==> config.mk <==
export PLATFORM = sky130hd
export DESIGN_NAME = periodic_irq_timer
export DESIGN_NICKNAME = d
export VERILOG_FILES = /design/src/rtl/pit_pkg.sv /design/src/rtl/pit_tick_div.sv /design/src/rtl/pit_regs.sv /design/src/rtl/pit_down_counter.sv /design/src/rtl/pit_irq_flag.sv /design/src/rtl/periodic_irq_timer.sv
export SDC_FILE = /design/constraint.sdc
export NUM_CORES = 1
export LEC_CHECK = 0
export BUFFER_PORTS_ARGS = -buffer_cell sky130_fd_sc_hd__buf_2
export CORE_UTILIZATION = 61
export DETAILED_ROUTE_END_ITERATION = 10
export PLACE_DENSITY = 0.8
export SETUP_SLACK_MARGIN = 0.3
export SYNTH_ARGS = -nofsm -noshare
export SYNTH_HDL_FRONTEND = slang
export SYNTH_SLANG_ARGS = --single-unit
==> constraint.sdc <==
create_clock -name clk -period 3.46 [get_ports clk]
set_input_delay 0 -clock clk [delete_from_list [all_inputs] [get_ports clk]]
set_output_delay 0 -clock clk [all_outputs]
set_load 0.03 [all_outputs]
==> src/rtl/pit_pkg.sv <==
// Package: shared register address encoding and fixed divider ratios for
// the periodic interrupt timer. Assumes a two-entry register space.
package pit_pkg;
    typedef enum logic [0:0] {
        PIT_ADDR_MOD = 1'b0,
        PIT_ADDR_CTL = 1'b1
    } pit_addr_e;

    localparam int PIT_FRONT_DIV = 4;
    localparam int PIT_PRESCALE  = 512;
endpackage

==> src/rtl/pit_tick_div.sv <==
// Module: divides a one-cycle enable pulse by DIV. The output pulse is issued
// combinationally in the cycle of the DIV-th input pulse. Assumes clr has
// priority over counting, so a cleared divider restarts a full ratio.
module pit_tick_div #(
    parameter int DIV = 4
) (
    input  logic clk,
    input  logic rst_n,
    input  logic clr,
    input  logic in_tick,
    output logic out_tick
);
    generate
        if (DIV <= 1) begin : g_pass
            assign out_tick = in_tick;
        end else begin : g_div
            localparam int CW = $clog2(DIV);
            localparam logic [CW-1:0] LAST = CW'(DIV - 1);
            logic [CW-1:0] cnt_q;
            logic          at_last;

            assign at_last  = (cnt_q == LAST);
            assign out_tick = in_tick && at_last && !clr;

            // Counts input pulses modulo DIV, restarting on clear.
            always_ff @(posedge clk) begin
                if (!rst_n)        cnt_q <= '0;
                else if (clr)      cnt_q <= '0;
                else if (in_tick)  cnt_q <= at_last ? '0 : cnt_q + 1'b1;
            end
        end
    endgenerate
endmodule

==> src/rtl/pit_regs.sv <==
// Module: register file for the timer. It holds the modulus and the
// prescaler select, captures the inverted strap during reset, flags writes
// and provides a combinational read mux. Assumes a single write port.
module pit_regs
    import pit_pkg::*;
#(
    parameter int MOD_W = 8
) (
    input  logic             clk,
    input  logic             rst_n,
    input  logic             strap_in,
    input  logic             wr_en,
    input  logic             wr_addr,
    input  logic [MOD_W-1:0] wr_data,
    input  logic             rd_addr,
    output logic [MOD_W-1:0] rd_data,
    output logic [MOD_W-1:0] mod_q,
    output logic             pre_sel_q,
    output logic             mod_wr,
    output logic             ctl_wr
);
    pit_addr_e wa, ra;

    assign wa     = pit_addr_e'(wr_addr);
    assign ra     = pit_addr_e'(rd_addr);
    assign mod_wr = wr_en && (wa == PIT_ADDR_MOD);
    assign ctl_wr = wr_en && (wa == PIT_ADDR_CTL);

    // Modulus register, cleared by reset.
    always_ff @(posedge clk) begin
        if (!rst_n)      mod_q <= '0;
        else if (mod_wr) mod_q <= wr_data;
    end

    // Prescaler select; tracks the inverted strap while reset is held.
    always_ff @(posedge clk) begin
        if (!rst_n)      pre_sel_q <= ~strap_in;
        else if (ctl_wr) pre_sel_q <= wr_data[0];
    end

    // Read mux for the two locations.
    always_comb begin
        rd_data = '0;
        case (ra)
            PIT_ADDR_MOD: rd_data = mod_q;
            PIT_ADDR_CTL: rd_data[0] = pre_sel_q;
            default:      rd_data = '0;
        endcase
    end
endmodule

==> src/rtl/pit_down_counter.sv <==
// Module: modulus down-counter. A load takes load_val. Each tick decrements;
// a tick at count 1 reloads from mod_val and pulses expire. Assumes a zero
// modulus keeps the count at zero, so it never expires.
module pit_down_counter #(
    parameter int MOD_W = 8
) (
    input  logic             clk,
    input  logic             rst_n,
    input  logic             load,
    input  logic [MOD_W-1:0] load_val,
    input  logic [MOD_W-1:0] mod_val,
    input  logic             tick,
    output logic             expire,
    output logic [MOD_W-1:0] count
);
    localparam logic [MOD_W-1:0] ONE = MOD_W'(1);

    logic at_one;

    assign at_one = (count == ONE);
    assign expire = tick && !load && at_one;

    // Counter update: a load wins, otherwise count down and reload at one.
    always_ff @(posedge clk) begin
        if (!rst_n)                     count <= '0;
        else if (load)                  count <= load_val;
        else if (tick && count != '0)   count <= at_one ? mod_val : count - 1'b1;
    end
endmodule

==> src/rtl/pit_irq_flag.sv <==
// Module: sticky interrupt request flag. Set has priority over acknowledge.
module pit_irq_flag (
    input  logic clk,
    input  logic rst_n,
    input  logic set,
    input  logic ack,
    output logic flag
);
    // Holds the request until acknowledged; a new set wins.
    always_ff @(posedge clk) begin
        if (!rst_n)    flag <= 1'b0;
        else if (set)  flag <= 1'b1;
        else if (ack)  flag <= 1'b0;
    end
endmodule

==> src/rtl/periodic_irq_timer.sv <==
// Module: top of the periodic interrupt timer. The reference tick runs through
// the front divider and the optional prescaler into the modulus down-counter,
// whose expiry sets the request flag. Any register write clears both
// dividers and reloads the counter. Assumes ref_tick is a one-cycle enable.
module periodic_irq_timer
    import pit_pkg::*;
#(
    parameter int MOD_W     = 8,
    parameter int FRONT_DIV = PIT_FRONT_DIV,
    parameter int PRESCALE  = PIT_PRESCALE
) (
    input  logic             clk,
    input  logic             rst_n,
    input  logic             ref_tick,
    input  logic             strap_in,
    input  logic             wr_en,
    input  logic             wr_addr,
    input  logic [MOD_W-1:0] wr_data,
    input  logic             rd_addr,
    output logic [MOD_W-1:0] rd_data,
    input  logic             irq_ack,
    output logic             irq_req
);
    logic [MOD_W-1:0] mod_q;
    logic [MOD_W-1:0] cnt_q;
    logic [MOD_W-1:0] load_val;
    logic             pre_sel_q;
    logic             mod_wr;
    logic             ctl_wr;
    logic             chain_clr;
    logic             front_tick;
    logic             scaled_tick;
    logic             pre_tick;
    logic             expire_w;

    pit_regs #(.MOD_W(MOD_W)) regs_i (
        .clk(clk), .rst_n(rst_n), .strap_in(strap_in),
        .wr_en(wr_en), .wr_addr(wr_addr), .wr_data(wr_data),
        .rd_addr(rd_addr), .rd_data(rd_data),
        .mod_q(mod_q), .pre_sel_q(pre_sel_q),
        .mod_wr(mod_wr), .ctl_wr(ctl_wr)
    );

    assign chain_clr = mod_wr || ctl_wr;

    pit_tick_div #(.DIV(FRONT_DIV)) front_i (
        .clk(clk), .rst_n(rst_n), .clr(chain_clr),
        .in_tick(ref_tick), .out_tick(front_tick)
    );

    pit_tick_div #(.DIV(PRESCALE)) pres_i (
        .clk(clk), .rst_n(rst_n), .clr(chain_clr || !pre_sel_q),
        .in_tick(front_tick), .out_tick(scaled_tick)
    );

    // Prescaler bypass select.
    always_comb begin
        pre_tick = pre_sel_q ? scaled_tick : front_tick;
    end

    // Reload value: the incoming modulus on a modulus write, else the current one.
    always_comb begin
        load_val = mod_wr ? wr_data : mod_q;
    end

    pit_down_counter #(.MOD_W(MOD_W)) cnt_i (
        .clk(clk), .rst_n(rst_n), .load(chain_clr),
        .load_val(load_val), .mod_val(mod_q), .tick(pre_tick),
        .expire(expire_w), .count(cnt_q)
    );

    pit_irq_flag flag_i (
        .clk(clk), .rst_n(rst_n), .set(expire_w),
        .ack(irq_ack), .flag(irq_req)
    );
endmodule

After elaboration in Yosys (flattened, before gate mapping):

Index checks and enable logic that the tools add are counted.

* register bits: 29
* input port bits: 16

* add/sub/neg operators: 3
* equal/unequal tests: 4
* multiplexer cells: 13
* bitwise logic cells: 4
* reduce and logical (&&, ||, !) cells: 19

Operator list (count)
* $mux W8: 4
* $add A9 B1 Y9 const B: 1
* $eq A9 B9 Y1 const B: 1
* $logic_and A1 B1 Y1: 9
* $mux W9: 1
* $eq A8 B1 Y1 const B: 1
* $reduce_bool A8 Y1: 1
* $sub A8 B1 Y8 const B: 1
* $mux W7: 1
* $mux W1: 5
* $not A1 Y1: 4
* $reduce_bool A2 Y1: 2
* $reduce_or A2 Y1: 2
* $logic_not A1 Y1: 3
* $add A2 B1 Y2 const B: 1
* $eq A2 B2 Y1 const B: 1
* $logic_or A1 B1 Y1: 2
* $mux W2: 1
* $ne A2 B1 Y1 const B: 1
* $pmux W1 S2: 1

Longest topological paths before layout:

Gate-level depths: netlist of run 1.

* word-level depth: 11
* depth in mapped cells: 8
* gate-level depth less buffers: 8

Modules after synthesis:

A second synthesis of run 1 with hierarchy kept.

* cell total of the unflattened synthesis: 204
* area, all modules: 1835.5 um2

Modules (own cells, without submodules)
* pit_down_counter: times used 1, cells an instance 81, area each 649.4 um2
* pit_regs: times used 1, cells an instance 49, area each 462.9 um2
* pit_tick_div at pres_i: times used 1, cells an instance 48, area each 450.4 um2
* periodic_irq_timer: times used 1, cells an instance 12, area each 127.6 um2
* pit_tick_div at front_i: times used 1, cells an instance 11, area each 103.8 um2
* pit_irq_flag: times used 1, cells an instance 3, area each 41.3 um2

Worst setup path before layout of run 1:

Ideal clock, no wire load.

* path kind: flip-flop to flip-flop
* start point: reg pres_i.g_div.cnt_q[0]
* end point: reg cnt_i.count[5]
* setup time: 0.074 ns
* arrival time: 1.691 ns
* path slack: 1.695 ns
* stages on the path, launching flop included: 9
* path buffers: 0
* path through: dfxtp_1 > ha_1 > nand3_1 > nor2_1 > ha_1 > or2b_2 > a211oi_1 > o31ai_1 > a31oi_1

* cells in the longest elaborated chain, start to end: 6

Ends and longest elaborated chain
* start: declaration: RTL line pit_tick_div.sv:19 `logic [CW-1:0] cnt_q;`
* start signal: assignment: RTL line pit_tick_div.sv:29 `else if (in_tick) cnt_q <= at_last ? '0 : cnt_q + 1'b1;`
* $eq A9 B9 Y1: RTL line pit_tick_div.sv:22 `assign at_last = (cnt_q == LAST);`
* $logic_and A1 B1 Y1 (2 in series): RTL line pit_tick_div.sv:23 `assign out_tick = in_tick && at_last && !clr;`
* $mux W1: RTL line periodic_irq_timer.sv:58 `pre_tick = pre_sel_q ? scaled_tick : front_tick;`
* $logic_and A1 B1 Y1: RTL line pit_down_counter.sv:27 `else if (tick && count != '0) count <= at_one ? mod_val : count - 1'b1;`
* $reduce_bool A2 Y1 (no line)
* end signal: assignment: RTL line pit_down_counter.sv:26 `else if (load) count <= load_val;`
* end signal: assignment: RTL line pit_down_counter.sv:27
* end: declaration: RTL line pit_down_counter.sv:14 `output logic [MOD_W-1:0] count`

No other way between the ends.
A chain may end at the register's enable or synchronous reset.

Final worst setup path of run 1:

* start point: reg pres_i.g_div.cnt_q[0]
* end point: reg cnt_i.count[0]

Same word-level chain as after synthesis.

==> results.cfg, run 1 <==
[run_status]
status = complete, no violations

[cts]
cts_buffers = 5
clock_sinks = 29
cts_max_path_buffers = 2
insertion_delay_ps = 340
path_clk_slew_ps = 100
cts_tree = yes
cts_root_buffer = clkbuf_4
post_cts_buffers = 0
htreeDepth = 2

[timing]
slew_viol_final = 0
final-hold-violation-count = 0
fin_crit_sh = 0.5621
rsz0062_at_grt = no
setup_tns_ps = 0
tightestPinTransition_ps = 433.8
period_needed_ps = 1945
slew_headroom = 0.7102
finalSetupViolCount = 0
clock_skew_ps = 4.480
max_clock_freq_ghz = 0.5142

[synthesis]
netlist_area_um2 = 1836
synth_nets = 236
synthFlopType = dfxtp_1
synth-seq-cells = 29
synthCells = 215
avgSynthCellArea_um2 = 8.537
synth.distinct_cells = 56
ys_seq_area_frac = 0.3217
synth_area_leaders = dfxtp_1 31%, mux2i_1 8.7%, nor2_1 6.3%
synth_top_area_frac = 0.3054
yosys_warnings = 0
yosys.area.top_type = dfxtp_1
yosysMostFrequentCell = nor2_1
synthArstFlopShare = 0
synth_commonest_cells = 31 x nor2_1, 28 x dfxtp_1, 16 x mux2i_1, 14 x nand2_1, 9 x nor2b_1
synth_edf_count = 1

[placement]
dp.cells = 262
io_buffers = 24
gp_congestion = 0.9071
hpwl_um = 3208

[drt]
post-route-drc-count = 0
first_pass_iters = 5
wl_per_cell_um = 15.98
drt_iter0_markers = 111
dr_total_vias = 1740
drtAntennaViolNets = 0
drt_wl_total_um = 4474
avgViaCountPerCell = 6.214

[global_route]
grt_usage = 0.3149
grt_max_degree = 20
grt_pass1_vias = 1635
antenna_found_initial = 0
grt.overflow.total = 0
grt_pass1_wl_um = 7803

[finish]
nFillCells = 213
fin_cells = 280
areaGrowthSynthToFinish_pct = 13.63
layout-drive-gt1-share = 0.1847
diodes = 0
final_nets = 269

[pwr]
p_leak_nw = 0.8879
irDropWorstVdd_mv = 0.2799
p_per_area_nw_per_um2 = 344.4

[floorplan]
design.die.area_um2 = 3232
die_w_um = 56.86
row_count = 19
initial_core_util = 0.6543
coreArea_um2 = 2805
ios = 25
die_height_um = 56.86

[worst_setup_path]
cp-start-kind = register
cp_max_fo = 8
arrival_ps = 2220
critPathKind = register to register
cp-end-kind = register
required_ps = 3730

[flow_run]
maxCapViolations = 0

[hold_path]
hold_path_class = input pin to register
==> final cells by class <==
type	instances	area, µm²	share of cell area
inverter	9	33.78	0.01620
timing repair buffer	34	220.2	0.1056
sequential	29	590.6	0.2831
clock inverter	3	17.52	0.008398
multi-input combinational	169	1147	0.5501
clock buffer	5	37.54	0.01800
tap	31	38.79	0.01860
==> critical path, stage by stage, from the launching register on <==
cell and delay [ps]:
dfxtp_1 350, ha_1 250, nand3_1 100, nor2_1 40, ha_1 200, nor2b_1 370, nor2_2 160, a211o_1 300
o211ai_1 100
==> per-stage QoR <==
step                cell area [µm²]  hold WS (ps)  setup slack (ps)    util  power, mW
global placement               1931         247.9              1637  0.6882     0.5005
floorplan                      1836         109.6              1695       -     0.4691
CTS                            2086         7.800              1543  0.7435     0.7165
global route                   2086         45.08              1372  0.7435     0.7488
detailed placement             1931         265.1              1571  0.6882     0.5044
finish                         2086         14.80              1515  0.7435     0.7184
==> power by group <==
part / total, mW / leakage, nW / internal (mW) / switching (mW)
clock: 0.209 / 0.0310 / 0.0764 / 0.132
combinational: 0.145 / 0.619 / 0.0617 / 0.0837
sequential: 0.364 / 0.238 / 0.347 / 0.0174
total: 0.718 / 0.888 / 0.485 / 0.233
==> per-layer routing <==
layer | global-route usage | share of wire
met1 | 0.4497 | 0.46
met2 | 0.4575 | 0.44
met3 | 0.05760 | 0.082
met4 | 0.1463 | 0.022
met5 | 0 | 0
==> flip-flops by register name (all words and copies together) (netlist names) <==
| register | cells |
|---|---|
| pres_i.g_div.cnt_q | 9 |
| cnt_i.count | 8 |
| regs_i.pre_sel_q | 1 |
| front_i.g_div.cnt_q | 2 |
| flag_i.flag | 1 |
| regs_i.mod_q | 8 |
==> logic make-up (layout without fill, tap and decap cells) <==
family	Yosys count	in the layout	share of synthesized area
AO/OA/AOI/OAI	45	45	0.1732
XOR/XNOR	7	7	0.03340
adder cells (fa/ha/maj)	5	5	0.03408
buffers and inverters	17	51	0.05316
flip-flops	29	29	0.3217
multiplexers	18	18	0.09952
AND/OR/NAND/NOR	94	94	0.2849
==> what timing repair did <==
action,CTS,global route
gates resized for setup,0,0
hold endpoints to repair,10,0
hold buffers,10,0
setup endpoints to repair,0,0
==> placed cells by master, fill, tap and decap left out, drive strengths merged, types with 3 or more instances in the layout <==
cell type | netlist | final
a31oi | 6 | 6
nor4b | 3 | 3
xor2 | 3 | 3
nand3 | 8 | 8
mux2i | 16 | 16
and3 | 3 | 3
ha | 5 | 5
nand4 | 6 | 6
nor2b | 9 | 9
dfxtp | 28 | 28
inv | 9 | 9
o21ai | 6 | 6
nor3 | 9 | 9
o211ai | 4 | 4
a211o | 3 | 3
buf | 6 | 24
xnor2 | 4 | 4
nand2 | 15 | 15
a21oi | 8 | 8
dlygate4sd3 | 0 | 10
clkbuf | 2 | 5
nor2 | 33 | 33
==> final timing paths <==
check,from,endpoint,slack [ps],cells past startpoint
max,pres_i.g_div.cnt_q[0],cnt_i.count[0],1520,8
min,wr_data[0],regs_i.pre_sel_q,10,3
max reg2reg,pres_i.g_div.cnt_q[0],cnt_i.count[0],1520,8
min reg2reg,pres_i.g_div.cnt_q[8],pres_i.g_div.cnt_q[8],490,2
Note: power is estimated with default switching activity, not from simulation.
==> run 2: changes to the inputs <==
Settings changed: ABC_AREA set to 1, CORE_UTILIZATION 61 to 51, PLACE_DENSITY 0.8 to 0.71.
Clock period 3.46 ns to 1.6 ns, I/O delays scaled along.
==> results.cfg, run 2 <==
[synthesis]
netlist_area_um2 = 1733
ys_seq_area_frac = 0.3408
avgSynthCellArea_um2 = 6.348
synth_area_leaders = dfxtp_1 32%, nand2_1 13%, nor2_1 12%
synth-seq-cells = 29
synthArstFlopShare = 0
synthFlopType = dfxtp_1
synth_nets = 294
synth_commonest_cells = 61 x nand2_1, 57 x nor2_1, 32 x inv_1, 28 x dfxtp_1, 27 x nand3_1
synth_top_area_frac = 0.3235
yosys_warnings = 0
yosys.area.top_type = dfxtp_1
yosysMostFrequentCell = nand2_1
synth_edf_count = 1
synth.distinct_cells = 27
synthCells = 273

[finish]
regMostFlops = pres_i.g_div.cnt_q
diodes = 0
fin_area_um2 = 2307
largest_reg_flops = 9
areaGrowthSynthToFinish_pct = 33.14
final_nets = 347
reg_top3 = pres_i.g_div.cnt_q: 9 flops, cnt_i.count: 8 flops, regs_i.mod_q: 8 flops
final_cell_mix = 56 x nor2_1, 55 x nand2_1, 30 x inv_1, 24 x buf_2
layout-drive-gt1-share = 0.2813
final_common_cell = nor2_1

[global_route]
grt_max_degree = 19
antenna_found_initial = 0
grt.overflow.total = 0
grt_usage = 0.2537
grt_pass1_vias = 1626
grt_pass1_wl_um = 6872

[pwr]
swShare = 0.3150
p_per_area_nw_per_um2 = 680.4
power.internal_mw = 1.075
seqPwrFrac = 0.496
pwr-share-clk = 0.260
switching_power_mw = 0.4945
p_leak_nw = 1.091
irDropWorstVdd_mv = 0.4618
p_comb_frac = 0.243

[cts]
clock_sinks = 29
cts_tree = yes
cts_buffers = 5
cts_root_buffer = clkbuf_4
htreeDepth = 2
cts_max_path_buffers = 2
insertion_delay_ps = 320
path_clk_slew_ps = 90

[timing]
finalSetupViolCount = 7
tightestPinTransition_ps = 349.8
rsz0062_at_grt = yes
slew_viol_final = 0
fin_crit_sh = 1.022
slew_headroom = 0.7664
max_clock_freq_ghz = 0.6117
clock_skew_ps = 4.764
fin_ws_ps = -34.76
holdWs_ps = 37.60
period_needed_ps = 1635
final-hold-violation-count = 0

[worst_setup_path]
arrival_ps = 1850
cp_max_fo = 5
cp-end-kind = register
required_ps = 1810
crit_slowest_cell = dfxtp_2
cp-start-kind = register
cp_cell_sequence = ha_4, inv_4, nor3_4, ha_4, inv_2, a21oi_4, nand2_4, nand3_2, nand2_1, nor2_1, nor2_1
rr_worst_depth = 11
r2r-start = pres_i.g_div.cnt_q[0]
critPathKind = register to register
rrSetupSlack_ps = -30
slowest_delay_ps = 360
reg2reg_to = cnt_i.count[7]

[floorplan]
row_count = 20
initial_core_util = 0.5540
coreArea_um2 = 3128
ios = 25
design.die.area_um2 = 3635
die_w_um = 60.29
die_height_um = 60.29

[drt]
first_pass_iters = 4
maxUsedRoutingLayer = met4
wl_per_cell_um = 10.93
avgViaCountPerCell = 4.863
m1WireLength_um = 2042
dr_wl_met2_um = 1796
drtAntennaViolNets = 0
wl_met3_um = 168
drt_wl_total_um = 4055
dr_total_vias = 1804
post-route-drc-count = 0
drt_iter0_markers = 89

[run_status]
violations = setup timing
status = finished, violations left

[hold_path]
hold_path_class = input pin to register
hold_depth = 4
worstHoldStart = wr_en
hold_path_end = front_i.g_div.cnt_q[0]

[placement]
dpl_cell_area_um2 = 1947
io_buffers = 24
hpwl_um = 2780
gp_congestion = 0.8287

[flow_run]
maxCapViolations = 0
==> run 2: cell count changes in the layout (fill, tap and decap cells not counted), moves of 10 or more <==
cell,previous run,this run
buf_4,0,11
inv_1,8,30
mux2i_1,16,0
nand2_1,14,55
nand2_2,0,10
nand3_1,8,21
nor2_1,31,56
==> run 2: cell families (layout without fill, tap and decap cells) <==
kind of cell / Yosys count / count (layout) / synth area share
and+or+nand+nor: 172 / 173 / 0.4433
buffers and inverters: 41 / 94 / 0.09387
DFF: 29 / 29 / 0.3408
AOI/OAI and AO/OA: 23 / 23 / 0.07075
adders and majority gates: 5 / 5 / 0.03610
xor gates and xnor gates: 3 / 3 / 0.01517
==> run 2: routing by layer <==
metal / global-route usage / up-vias
met2: 0.4035 / 41
met1: 0.3342 / 794
met5: 0 / -
met4: 0.08638 / 0
li1: - / 965
met3: 0.05844 / 4
==> run 2: area by class of cell <==
| cell class | instances | area (µm²) |
|---|---|---|
| Clock buffer | 8 | 48.80 |
| Fill cell | 265 | 820.8 |
| Inverter | 37 | 143.9 |
| Multi-Input combinational cell | 204 | 1112 |
| Sequential cell | 29 | 601.8 |
| Tap cell | 44 | 55.05 |
| Timing Repair Buffer | 49 | 345.3 |
==> run 2: power groups by stage <==
| stage | clock network, mW | logic (mW) | registers, mW |
|---|---|---|---|
| global route | 0.456 | 0.429 | 0.783 |
| global placement | 0 | 0.333 | 0.795 |
| finish | 0.409 | 0.382 | 0.779 |
| CTS | 0.420 | 0.372 | 0.781 |
| floorplan | 0 | 0.245 | 0.792 |
| detailed placement | 0 | 0.336 | 0.796 |
==> run 2: critical path, delay by kind of cell (launching register included) <==
family                     cells  cell delay (ps)
buffers and inverters          2               80
and+or+nand+nor                6              590
DFF                            1              360
adders and majority gates      2              310
AOI/OAI and AO/OA              1              180
==> run 2: worst max-delay path by stage <==
stage	endpoint	depth (start not counted)	startpoint	slack, ps
floorplan	cnt_i.count[5]	11	pres_i.g_div.cnt_q[0]	110
global placement	cnt_i.count[6]	10	pres_i.g_div.cnt_q[5]	30
detailed placement	cnt_i.count[4]	10	pres_i.g_div.cnt_q[5]	-10
CTS	cnt_i.count[6]	11	pres_i.g_div.cnt_q[1]	-20
global route	cnt_i.count[7]	11	pres_i.g_div.cnt_q[0]	-160
finish	cnt_i.count[7]	11	pres_i.g_div.cnt_q[0]	-30
==> run 2: timing repair <==
action / 4_1_cts / 5_1_grt
hold endpoints to repair: 14 / 0
gates resized for setup: 23 / 17
pin swaps: 16 / 16
cloned: 1 / 0
setup endpoints to repair: 18 / 18
setup buffers: 4 / 2
hold buffers: 12 / 0
==> run 2: per-stage QoR <==
step	cells	TNS, ps	total power, mW	util	setup slack [ps]
floorplan	273	0	1.037	-	110.3
global placement	344	0	1.129	0.6224	26.72
detailed placement	344	-19.52	1.132	0.6224	-10.02
CTS	369	-74.29	1.573	0.7136	-17.41
global route	371	-982.5	1.668	0.7376	-158.4
finish	371	-94.72	1.570	0.7376	-34.76
==> run 3: changes to the inputs <==
Settings changed: CELL_PAD_IN_SITES_DETAIL_PLACEMENT set to 0, CELL_PAD_IN_SITES_GLOBAL_PLACEMENT set to 1, CORE_UTILIZATION 51 to 28, PLACE_DENSITY 0.71 to 0.58, SKIP_LAST_GASP set to 1.
==> results.cfg, run 3 (synthesized netlist as in run 2, its figures left out) <==
[timing]
slew_viol_final = 0
max_clock_freq_ghz = 0.6338
fin_crit_sh = 0.9862
finalSetupViolCount = 0
final-hold-violation-count = 0
period_needed_ps = 1578
rsz0062_at_grt = yes
tightestPinTransition_ps = 308.9
clock_skew_ps = 9.126
slew_headroom = 0.7934

[cts]
cts_root_buffer = clkbuf_8
insertion_delay_ps = 290
clock_sinks = 29
htreeDepth = 2
cts_tree = yes
cts_buffers = 5
cts_max_path_buffers = 2
path_clk_slew_ps = 70

[drt]
dr_total_vias = 1773
wl_per_cell_um = 11.41
maxUsedRoutingLayer = met4
post-route-drc-count = 0
avgViaCountPerCell = 4.389
first_pass_iters = 4
drt_iter0_markers = 83
drtAntennaViolNets = 0
wl_met3_um = 73
dr_wl_met2_um = 2195
m1WireLength_um = 2292
drt_wl_total_um = 4609

[worst_setup_path]
cp-start-kind = register
critPathKind = register to register
required_ps = 1820
rrSetupSlack_ps = 20
rr_worst_depth = 10
cp_max_fo = 7
cp-end-kind = register
cp_cell_sequence = nand4_1, nor3_2, ha_2, buf_6, o21ai_4, nor2_4, nand2_1, nor2_1, nor2_1, nor2_1
worst_path_most_repeated_cell = nor2_1
arrival_ps = 1800
reg2reg_to = cnt_i.count[4]
slowest_delay_ps = 330
crit_slowest_cell = dfxtp_2
r2r-start = pres_i.g_div.cnt_q[5]

[finish]
layout-drive-gt1-share = 0.2796
areaGrowthSynthToFinish_pct = 36.97
reg_top3 = pres_i.g_div.cnt_q: 9 flops, cnt_i.count: 8 flops, regs_i.mod_q: 8 flops
final_nets = 349
regMostFlops = pres_i.g_div.cnt_q
register_area_um2 = 599.3
nFillCells = 685
largest_reg_flops = 9
fin_cells = 404
final_cell_mix = 60 x nand2_1, 57 x nor2_1, 30 x inv_1, 25 x nand3_1, 24 x buf_2
finish.utilization = 0.3985
multi_input_area_um2 = 1074
diodes = 0
final_common_cell = nand2_1

[floorplan]
coreArea_um2 = 5956
ios = 25
design.die.area_um2 = 6508
initial_core_util = 0.2910
die_height_um = 80.67
row_count = 28
die_w_um = 80.67

[global_route]
grt_pass1_vias = 1656
grt_max_degree = 18
grt_usage = 0.1592
grt_pass1_wl_um = 7907
antenna_found_initial = 0
grt.overflow.total = 0

[pwr]
p_per_area_nw_per_um2 = 828.5
irDropWorstVdd_mv = 0.5433
p_leak_nw = 1.111

[placement]
dp.cells = 384
io_buffers = 24
gp_congestion = 0.7296
hpwl_um = 3407

[hold_path]
hold_depth = 3
hold_path_class = input pin to register
worstHoldStart = wr_data[4]
hold_path_end = regs_i.mod_q[4]

[flow_run]
maxCapViolations = 0

[run_status]
status = complete, no violations
==> run 3: cell count changes in the layout (fill, tap and decap cells not counted), sizes merged <==
cell	previous run	this run
buf	37	45
bufinv	0	1
clkbuf	8	6
clkinvlp	0	1
dlygate4sd3	12	6
==> run 3: what timing repair did <==
| action | 4_1_cts | 5_1_grt |
|---|---|---|
| buffers inserted | 3 | 2 |
| resized for setup | 12 | 14 |
| endpoints found under the hold margin | 6 | 0 |
| endpoints found under the setup margin | 15 | 18 |
| hold buffers | 6 | 0 |
| pin swaps | 4 | 7 |
| cloned | 1 | 0 |
==> run 3: report_power, final <==
part           internal (mW)  total, mW  leakage (nW)  switching [mW]
Sequential             0.758      0.781         0.242          0.0235
Clock                  0.506      0.812        0.0574           0.306
Combinational          0.140      0.373         0.811           0.233
==> run 3: layer usage <==
layer / GRT usage / up-vias
met5: 0 / -
met4: 0.05357 / 0
met3: 0.03409 / 5
met2: 0.2568 / 8
met1: 0.2080 / 791
li1: - / 969
==> run 3: area by class of cell <==
type / count / share of cell area
Sequential cell: 29 / 0.2525
Multi-Input combinational cell: 204 / 0.4523
Clock inverter: 2 / 0.01581
Tap cell: 75 / 0.03954
Timing Repair Buffer: 51 / 0.1455
Clock buffer: 6 / 0.03479
Inverter: 37 / 0.05957
==> run 3: metrics by stage <==
step	setup TNS (ps)	hold WS, ps	cell area (µm²)	setup WS (ps)	total power [mW]
3_3_place_gp	0	259.7	2053	11.81	1.148
3_5_place_dp	-18.10	260.0	2053	-9.258	1.148
5_1_grt	-787.5	11.73	2374	-143.7	2.086
4_1_cts	-6.381	5.344	2307	-5.090	1.995
6_report	0	3.630	2374	22.12	1.967
2_1_floorplan	0	89.36	1743	110.3	1.037
==> run 3: worst max-delay path by stage <==
stage / start / end / slack (ps) / cells after the start
3_5_place_dp: pres_i.g_div.cnt_q[1] / cnt_i.count[6] / -9 / 11
6_report: pres_i.g_div.cnt_q[5] / cnt_i.count[4] / 20 / 10
2_1_floorplan: pres_i.g_div.cnt_q[0] / cnt_i.count[5] / 110 / 11
3_3_place_gp: pres_i.g_div.cnt_q[2] / cnt_i.count[6] / 10 / 10
4_1_cts: pres_i.g_div.cnt_q[0] / cnt_i.count[6] / -5 / 11
5_1_grt: pres_i.g_div.cnt_q[5] / cnt_i.count[5] / -140 / 10
==> run 3: worst max-delay path, delay by kind of cell, from the launching register on <==
kind	cells	cell delay, ps
AO/OA/AOI/OAI	1	50
flip-flops	1	330
AND/OR/NAND/NOR	7	780
buffers and inverters	1	110
adder cells (fa/ha/maj)	1	230
